## src/rtl/nvseq_pkg.sv

```systemverilog
package nvseq_pkg;

  typedef enum logic [3:0] {
    S_OFF,
    S_RCL_CLR,
    S_RCL_XFER,
    S_READY,
    S_HW_WAIT,
    S_PF_PROBE,
    S_ST_ERASE,
    S_ST_PROG,
    S_HOLD
  } seqState_e;

  typedef enum logic [2:0] {
    PH_ERASE,
    PH_PROG,
    PH_CLEAR,
    PH_XFER,
    PH_DELAY
  } phase_e;

  typedef struct packed {
    logic   tmrLoad;
    phase_e tmrPhase;
    logic   cntEn;
    logic   dirtyClr;
    logic   writeOk;
  } ctrlStrobes_t;

  typedef struct packed {
    logic tmrDone;
    logic hwReq;
    logic dirty;
    logic lineHigh;
  } dpStatus_t;

endpackage

```

## src/rtl/nvseq_dp.sv

```systemverilog
module nvseq_dp
  import nvseq_pkg::*;
#(
  parameter int ERASE_CYC  = 2000,
  parameter int PROG_CYC   = 8000,
  parameter int CLEAR_CYC  = 20,
  parameter int XFER_CYC   = 40,
  parameter int ASSERT_CYC = 50,
  parameter int DELAY_CYC  = 100
) (
  input  logic         clk,
  input  logic         rst_n,
  input  ctrlStrobes_t ctrl,
  input  logic         sramWrite,
  input  logic         busyDriveLow,
  input  logic         busyExtLow,
  input  logic         busyForceHigh,
  output dpStatus_t    status,
  output logic         writeAccept,
  output logic         busyLine
);

  localparam int M_ST   = (ERASE_CYC > PROG_CYC) ? ERASE_CYC : PROG_CYC;
  localparam int M_RC   = (CLEAR_CYC > XFER_CYC) ? CLEAR_CYC : XFER_CYC;
  localparam int M_AB   = (M_ST > M_RC) ? M_ST : M_RC;
  localparam int M_ALL  = (M_AB > DELAY_CYC) ? M_AB : DELAY_CYC;
  localparam int TMR_W  = $clog2(M_ALL + 1);
  localparam int ACNT_W = $clog2(ASSERT_CYC + 1);

  logic [TMR_W-1:0]  tmr, loadVal;
  logic [ACNT_W-1:0] acnt;
  logic              dirty;

  // shared open-drain line: pull-up, two pull-downs, optional strong high
  assign busyLine    = busyForceHigh | ~(busyDriveLow | busyExtLow);
  assign writeAccept = sramWrite & ctrl.writeOk;

  always_comb begin
    case (ctrl.tmrPhase)
      PH_ERASE: loadVal = TMR_W'(ERASE_CYC - 1);
      PH_PROG:  loadVal = TMR_W'(PROG_CYC - 1);
      PH_CLEAR: loadVal = TMR_W'(CLEAR_CYC - 1);
      PH_XFER:  loadVal = TMR_W'(XFER_CYC - 1);
      PH_DELAY: loadVal = TMR_W'(DELAY_CYC - 1);
      default:  loadVal = '0;
    endcase
  end

  always_ff @(posedge clk or negedge rst_n) begin
    if (!rst_n)             tmr <= '0;
    else if (ctrl.tmrLoad)  tmr <= loadVal;
    else if (tmr != '0)     tmr <= tmr - 1'b1;
  end

  // consecutive-low counter for the hardware store request
  always_ff @(posedge clk or negedge rst_n) begin
    if (!rst_n)                           acnt <= '0;
    else if (!ctrl.cntEn || busyLine)     acnt <= '0;
    else if (acnt != ACNT_W'(ASSERT_CYC - 1)) acnt <= acnt + 1'b1;
  end

  always_ff @(posedge clk or negedge rst_n) begin
    if (!rst_n)             dirty <= 1'b0;
    else if (ctrl.dirtyClr) dirty <= 1'b0;
    else if (writeAccept)   dirty <= 1'b1;
  end

  assign status.tmrDone  = (tmr == '0);
  assign status.hwReq    = ctrl.cntEn && !busyLine && (acnt == ACNT_W'(ASSERT_CYC - 1));
  assign status.dirty    = dirty;
  assign status.lineHigh = busyLine;

endmodule

```

## src/rtl/nvseq_fsm.sv

```systemverilog
module nvseq_fsm
  import nvseq_pkg::*;
(
  input  logic         clk,
  input  logic         rst_n,
  input  logic         pwrGood,
  input  logic         swStoreReq,
  input  logic         swRecallReq,
  input  logic         sramActivity,
  input  logic         sramWrite,
  input  dpStatus_t    status,
  output ctrlStrobes_t ctrl,
  output logic         sramInhibit,
  output logic         busyDriveLow,
  output logic         eraseOn,
  output logic         progOn,
  output logic         clearOn,
  output logic         xferOn
);

  seqState_e st, nxt;

  always_ff @(posedge clk or negedge rst_n) begin
    if (!rst_n) st <= S_OFF;
    else        st <= nxt;
  end

  always_comb begin
    nxt           = st;
    ctrl          = '0;
    ctrl.tmrPhase = PH_ERASE;
    ctrl.cntEn    = (st == S_READY);
    ctrl.writeOk  = (st == S_READY);
    case (st)
      S_OFF: if (pwrGood) begin
        nxt = S_RCL_CLR; ctrl.tmrLoad = 1'b1; ctrl.tmrPhase = PH_CLEAR;
      end
      S_RCL_CLR: if (status.tmrDone) begin
        nxt = S_RCL_XFER; ctrl.tmrLoad = 1'b1; ctrl.tmrPhase = PH_XFER;
      end
      S_RCL_XFER: if (status.tmrDone) nxt = S_READY;
      S_READY: begin
        if (!pwrGood) begin
          nxt = status.dirty ? S_PF_PROBE : S_OFF;
        end else if (swStoreReq) begin
          nxt = S_ST_ERASE; ctrl.tmrLoad = 1'b1; ctrl.tmrPhase = PH_ERASE;
        end else if (swRecallReq) begin
          nxt = S_RCL_CLR; ctrl.tmrLoad = 1'b1; ctrl.tmrPhase = PH_CLEAR;
        end else if (status.hwReq) begin
          if (status.dirty) begin
            nxt = S_HW_WAIT; ctrl.tmrLoad = 1'b1; ctrl.tmrPhase = PH_DELAY;
          end else begin
            nxt = S_HOLD;
          end
        end
      end
      S_HW_WAIT: begin
        if (!pwrGood) begin
          nxt = S_PF_PROBE;
        end else if (sramActivity || sramWrite || status.tmrDone) begin
          nxt = S_ST_ERASE; ctrl.tmrLoad = 1'b1; ctrl.tmrPhase = PH_ERASE;
        end
      end
      S_PF_PROBE: begin
        if (status.lineHigh) begin
          nxt = S_OFF;
        end else begin
          nxt = S_ST_ERASE; ctrl.tmrLoad = 1'b1; ctrl.tmrPhase = PH_ERASE;
        end
      end
      S_ST_ERASE: if (status.tmrDone) begin
        nxt = S_ST_PROG; ctrl.tmrLoad = 1'b1; ctrl.tmrPhase = PH_PROG;
      end
      S_ST_PROG: if (status.tmrDone) begin
        nxt = S_HOLD; ctrl.dirtyClr = 1'b1;
      end
      S_HOLD: begin
        if (!pwrGood)             nxt = S_OFF;
        else if (status.lineHigh) nxt = S_READY;
      end
      default: nxt = S_OFF;
    endcase
  end

  assign sramInhibit  = !((st == S_READY) || (st == S_HW_WAIT));
  assign busyDriveLow = (st == S_PF_PROBE) || (st == S_ST_ERASE) || (st == S_ST_PROG);
  assign eraseOn      = (st == S_ST_ERASE);
  assign progOn       = (st == S_ST_PROG);
  assign clearOn      = (st == S_RCL_CLR);
  assign xferOn       = (st == S_RCL_XFER);

endmodule

```

## src/rtl/nvseq_ctrl.sv

```systemverilog
module nvseq_ctrl
  import nvseq_pkg::*;
#(
  parameter int ERASE_CYC  = 2000,
  parameter int PROG_CYC   = 8000,
  parameter int CLEAR_CYC  = 20,
  parameter int XFER_CYC   = 40,
  parameter int ASSERT_CYC = 50,
  parameter int DELAY_CYC  = 100
) (
  input  logic clk,
  input  logic rst_n,
  input  logic pwrGood,
  input  logic swStoreReq,
  input  logic swRecallReq,
  input  logic sramWrite,
  input  logic sramActivity,
  input  logic busyExtLow,
  input  logic busyForceHigh,
  output logic sramInhibit,
  output logic writeAccept,
  output logic busyDriveLow,
  output logic busyLine,
  output logic eraseOn,
  output logic progOn,
  output logic clearOn,
  output logic xferOn
);

  ctrlStrobes_t ctrl;
  dpStatus_t    status;

  nvseq_fsm u_fsm (
    .clk(clk), .rst_n(rst_n), .pwrGood(pwrGood),
    .swStoreReq(swStoreReq), .swRecallReq(swRecallReq),
    .sramActivity(sramActivity), .sramWrite(sramWrite),
    .status(status), .ctrl(ctrl),
    .sramInhibit(sramInhibit), .busyDriveLow(busyDriveLow),
    .eraseOn(eraseOn), .progOn(progOn), .clearOn(clearOn), .xferOn(xferOn)
  );

  nvseq_dp #(
    .ERASE_CYC(ERASE_CYC), .PROG_CYC(PROG_CYC), .CLEAR_CYC(CLEAR_CYC),
    .XFER_CYC(XFER_CYC), .ASSERT_CYC(ASSERT_CYC), .DELAY_CYC(DELAY_CYC)
  ) u_dp (
    .clk(clk), .rst_n(rst_n), .ctrl(ctrl), .sramWrite(sramWrite),
    .busyDriveLow(busyDriveLow), .busyExtLow(busyExtLow),
    .busyForceHigh(busyForceHigh), .status(status),
    .writeAccept(writeAccept), .busyLine(busyLine)
  );

endmodule

```

## config.mk

```make
export PLATFORM = sky130hd
export DESIGN_NAME = nvseq_ctrl
export DESIGN_NICKNAME = d
export VERILOG_FILES = /design/src/rtl/nvseq_pkg.sv /design/src/rtl/nvseq_dp.sv /design/src/rtl/nvseq_fsm.sv /design/src/rtl/nvseq_ctrl.sv
export SDC_FILE = /design/constraint.sdc
export NUM_CORES = 1
export LEC_CHECK = 0
export BUFFER_PORTS_ARGS = -buffer_cell sky130_fd_sc_hd__buf_2
export CORE_MARGIN = 3
export CORE_UTILIZATION = 58
export CTS_CLUSTER_DIAMETER = 150
export DETAILED_ROUTE_END_ITERATION = 6
export PLACE_DENSITY = 0.75
export SLEW_MARGIN = 0
export SYNTH_ARGS = -nofsm -noshare
export SYNTH_HDL_FRONTEND = slang
export SYNTH_SLANG_ARGS = --single-unit
```

## constraint.sdc

```tcl
create_clock -name clk -period 2.7 [get_ports clk]
set_input_delay 0.54 -clock clk [delete_from_list [all_inputs] [get_ports clk]]
set_output_delay 0.54 -clock clk [all_outputs]
set_load 0.01 [all_outputs]
```

After elaboration in Yosys (flattened, before gate mapping). Index checks and enable logic that the tools add are counted.

Register bits after elaboration: 24. Word-level logic and storage cells: 89.

Add/sub/neg operators: 2. Equal/unequal tests: 22. Mux-type cells: 38. Bitwise gates (word level): 4. Reductions and logical operators: 19.

Operators by type and width (number): 4-bit 2-to-1 mux (25); 13-bit case mux with 5 select lines (1); 4-bit case mux with 9 select lines (1); 13-bit 2-to-1 mux (2); 4-bit case mux with 6 select lines (1); 4-bit by 3-bit == test with 1-bit output (second input constant) (4); 13-bit logical NOT (1); 13-bit nonzero test (1); 13-bit by 1-bit subtractor with 13-bit output (second input constant) (1); 6-bit 2-to-1 mux (2); 4-bit by 2-bit == test with 1-bit output (second input constant) (2); 2-bit by 1-bit != test with 1-bit output (second input constant) (4); 8-bit AND reduction (1); 6-bit by 1-bit adder with 6-bit output (second input constant) (1); 3-bit by 2-bit == test with 1-bit output (second input constant) (2); 6-bit == test (second input constant) (1); 1-bit logical OR (6); 3-bit 2-to-1 mux (2); 3-bit by 2-bit != test with 1-bit output (second input constant) (2); 6-bit != test (second input constant) (1); 2-bit nonzero test (3); 5-bit != test (second input constant) (1); 4-bit by 1-bit == test with 1-bit output (second input constant) (1); 4-bit == test (second input constant) (1); 11 further kinds (18).

Logic depth before layout (Yosys ltp).
Word-level depth: 17. Mapped depth: 8. Gate-level depth less buffers: 7.

Hierarchy. From an unflattened synthesis, not the netlist that was laid out.

Cell total of the unflattened synthesis: 222. Area, all modules: 1895.6 um2.

By module, submodules not included: nvseq_dp (instances 1, cells an instance 136, area an instance 1219.9 um2, sequential area each 500.5 um2); nvseq_fsm (instances 1, cells an instance 86, area an instance 675.6 um2, sequential area each 100.1 um2).

Worst setup path after synthesis. Ideal clock, no wire load.

Path type: reg-to-reg. Start: reg u_dp.tmr[0]. End: reg u_fsm.st[1]. Library setup time: 0.118 ns. Arrival: 1.974 ns. Required time: 2.582 ns. Slack: 0.608 ns. Stages on the path, launching flop included: 9. Path buffers: 1. Period minus slack after synthesis: 2.092 ns. Cells stage by stage: dfrtp_1 > inv_1 > ha_1 > nor4b_1 > and4b_1 > buf_2 > a311oi_2 > or3_1 > a21o_1.

Cells in the longest elaborated chain, start to end: 4.

RTL lines: start, declared (line nvseq_dp.sv:30) `logic [TMR_W-1:0] tmr, loadVal;`; start signal, assigned (line nvseq_dp.sv:51) `else if (ctrl.tmrLoad) tmr <= loadVal;`; start signal, assigned (line nvseq_dp.sv:52) `else if (tmr != '0) tmr <= tmr - 1'b1;`; 13-bit logical NOT * (line nvseq_dp.sv:68) `assign status.tmrDone = (tmr == '0);`; 1-bit logical OR (line nvseq_fsm.sv:60) `end else if (sramActivity || sramWrite || status.tmrDone) begin`; 3-bit by 2-bit != test with 1-bit output (no line); 8-bit AND reduction (no line) *; end signal, assigned (line nvseq_fsm.sv:25) `else st <= nxt;`; end, declared (line nvseq_fsm.sv:21) `seqState_e st, nxt;`.

Mark *: on every way between the ends. The rest lies on a longest branch, timed or not. A chain may end at the register's enable or synchronous reset.

Final worst setup path.
Start: reg u_fsm.st[0]. End: out writeAccept.

Cells in the longest elaborated chain, start to end: 2.

RTL lines: 4-bit by 2-bit == test with 1-bit output (line nvseq_fsm.sv:33) `ctrl.writeOk = (st == S_READY);`; 1-bit AND (line nvseq_dp.sv:36) `assign writeAccept = sramWrite & ctrl.writeOk;`; end, declared (line nvseq_ctrl.sv:21) `output logic writeAccept,`.

No other way between the ends.

==> flow_summary.ini <==
[sta]
setup_ws_ns = 0.3137
slew_viol_final = 0
hold_viol_final = 0
skew_ns = 0.008799
setup-violations-final = 0
worstMarginPinSlew_ns = 0.6079
relSlewSlack_pct = 59.47
timing.hold.ws_ns = 0.1883
setup-tns-final_ns = 0
fmax_ghz = 0.4191
finalCritPeriodShare_pct = 88.38
rsz0062_at_grt = no
fin_crit_ns = 2.386

[synth]
synth.mux.area_fraction_pct = 1.481
syn_inst = 195
synth_edf_count = 0
syn_area_mm2 = 0.001689
synth_adder_area_share_pct = 2.222
synthesis.nets = 207
yosys_most_used_dff = dfrtp_1
synth-seq-area-share_pct = 35.56
syn_avg_cell_area_um2 = 8.662
yosys.area_share.simple_pct = 28.89
synth.ff_latch_count = 24
async_flop_share_pct = 100.0
synth-xor-area-share_pct = 8.296
yosysWarningCount = 0
synth_top_family_by_area = simple AND/OR/NAND/NOR gates
synth.distinct_cells = 56
synth_compound_area_share_pct = 19.41

[cells_and_area]
post-route-util_pct = 70.21
final_common_cell = dfrtp_1
nets = 222
final_layout_size_suffix_gt1_share_pct = 16.75
syn_to_final_growth_pct = 8.593
layout_common_cells = 24 x dfrtp_1, 23 x nor2_1, 16 x buf_2
nFillCells = 223
antenna_cells = 0

[setup_path]
startpoint_type = register
end_kind = output pin
crit_fanout = 16
critPathArrivalTime_ns = 1.85
crit_type = reg2out
worst_ep_required_time_ns = 2.16

[routing]
route.detailed.drc = 0
antenna_left = 0
wl_met2_um = 1857
top_layer = met4
routed-wl-met3_um = 345
wl_um = 4045
met1Wirelength_um = 1784
routedWlPerCell_um = 16.92
first_pass_iters = 4
vias_per_cell = 6.510
via_count = 1556
drt_iter0_markers = 109

[grt]
grt_overflow = 0
grt_pass1_wl_um = 7003
grt_usage_pct = 25.17
grt_pass1_vias = 1556
antenna_found_initial = 0
grt_max_degree = 25

[place]
dp.final_hpwl_um = 3013
place_congestion = 0.9360
dp_slack_ns = 0.3496
portBuffers = 16

[clocking]
hold_buffers = 0
cts_resized = 0
clk_path_buf_depth = 2
numCtsBuffers = 3
cts_root_buf = clkbuf_4
h-tree-depth = 1
clock_sinks = 24
insertion_delay_ns = 0.31
clkTransAtPathRegs_ns = 0.13
cts_tree = done
post_cts_buffers = 0

[pwr]
powerDensity_mw_per_mm2 = 1033
power_leakage_uw = 0.0007897
vdd_drop_max_v = 0.0007736

[run_status]
status = complete, no violations

[die]
die_y_um = 59.97
coreArea_mm2 = 0.002613
dieArea_mm2 = 0.003596
start_util_pct = 64.66
fp.dieW_um = 59.97
ios = 17
rows = 18

[run]
cap_violations = 0

[min_path]
min_path_type = in2async
==> metrics by stage <==
stage	instances	power, µW	area [µm²]
finish	239	1894	1834
global route	239	2036	1834
CTS	239	1892	1834
detailed placement	235	1619	1782
global placement	235	1582	1782
floorplan	195	1383	1689
==> worst max-delay path, cell delays in order, from the launching register on <==
cell and delay, ns:
dfrtp_1 0.66, nand2_1 0.29, nor3_1 0.26, and2_1 0.19, buf_2 0.14
==> final timing paths <==
check | startpoint | endpoint | slack [ns] | cells after the start
setup / recovery | u_fsm.st[0] | writeAccept | 0.31 | 4
hold / removal | rst_n | u_dp.tmr[9] | 0.19 | 1
setup reg to reg | u_dp.tmr[0] | u_dp.tmr[2] | 0.33 | 7
hold reg to reg | u_dp.tmr[12] | u_dp.tmr[12] | 0.54 | 1
max in group asynchronous | rst_n | u_fsm.st[0] | 2.15 | 1
min in group clk | u_dp.tmr[12] | u_dp.tmr[12] | 0.54 | 1
==> per-layer routing <==
layer	vias to the layer above	global-route usage (%)
met4	0	6.962
met5	-	0
met2	69	40.43
met1	743	34.32
met3	9	4.968
li1	735	-
==> kinds of logic after synthesis <==
group / after synthesis
AND/OR/NAND/NOR: 87
multiplexers: 2
AO/OA/AOI/OAI: 47
XOR/XNOR: 16
flip-flops: 24
adder cells (fa/ha/maj): 3
buffers and inverters: 16
==> report_power, final <==
| group | internal (µW) | switching, µW |
|---|---|---|
| registers | 480 | 215 |
| clock network | 150 | 107 |
| logic | 431 | 510 |
| total | 1060 | 832 |
==> synthesized netlist by cell type (3+ instances only) <==
cell	instances	area [µm²]
dfrtp_1	24	600.6
nor2_1	23	86.33
nand2_1	15	56.30
a21oi_1	14	70.07
nor3_1	9	45.04
o21ai_0	9	45.04
xnor2_1	9	78.83
inv_1	8	30.03
xor2_1	7	61.31
clkbuf_1	5	18.77
nand2b_1	5	31.28
nand3_1	4	20.02
nand4b_1	4	35.03
ha_1	3	37.54
nor4_1	3	18.77
or2_2	3	18.77
==> layout make-up <==
class / count / area [µm²] / area share, %
Clock buffer: 3 / 22.52 / 1.228
Multi-Input combinational cell: 155 / 1018 / 55.53
Clock inverter: 1 / 30.03 / 1.637
Inverter: 8 / 30.03 / 1.637
Timing Repair Buffer: 18 / 95.09 / 5.184
Tap cell: 30 / 37.54 / 2.046
Sequential cell: 24 / 600.6 / 32.74
==> flip-flops by register name (all words and copies together), names as in the netlist <==
name and flops:
u_dp.tmr 13, u_dp.dirty 1, u_fsm.st 4, u_dp.acnt 6
Note: power is estimated with default switching activity, not from simulation.
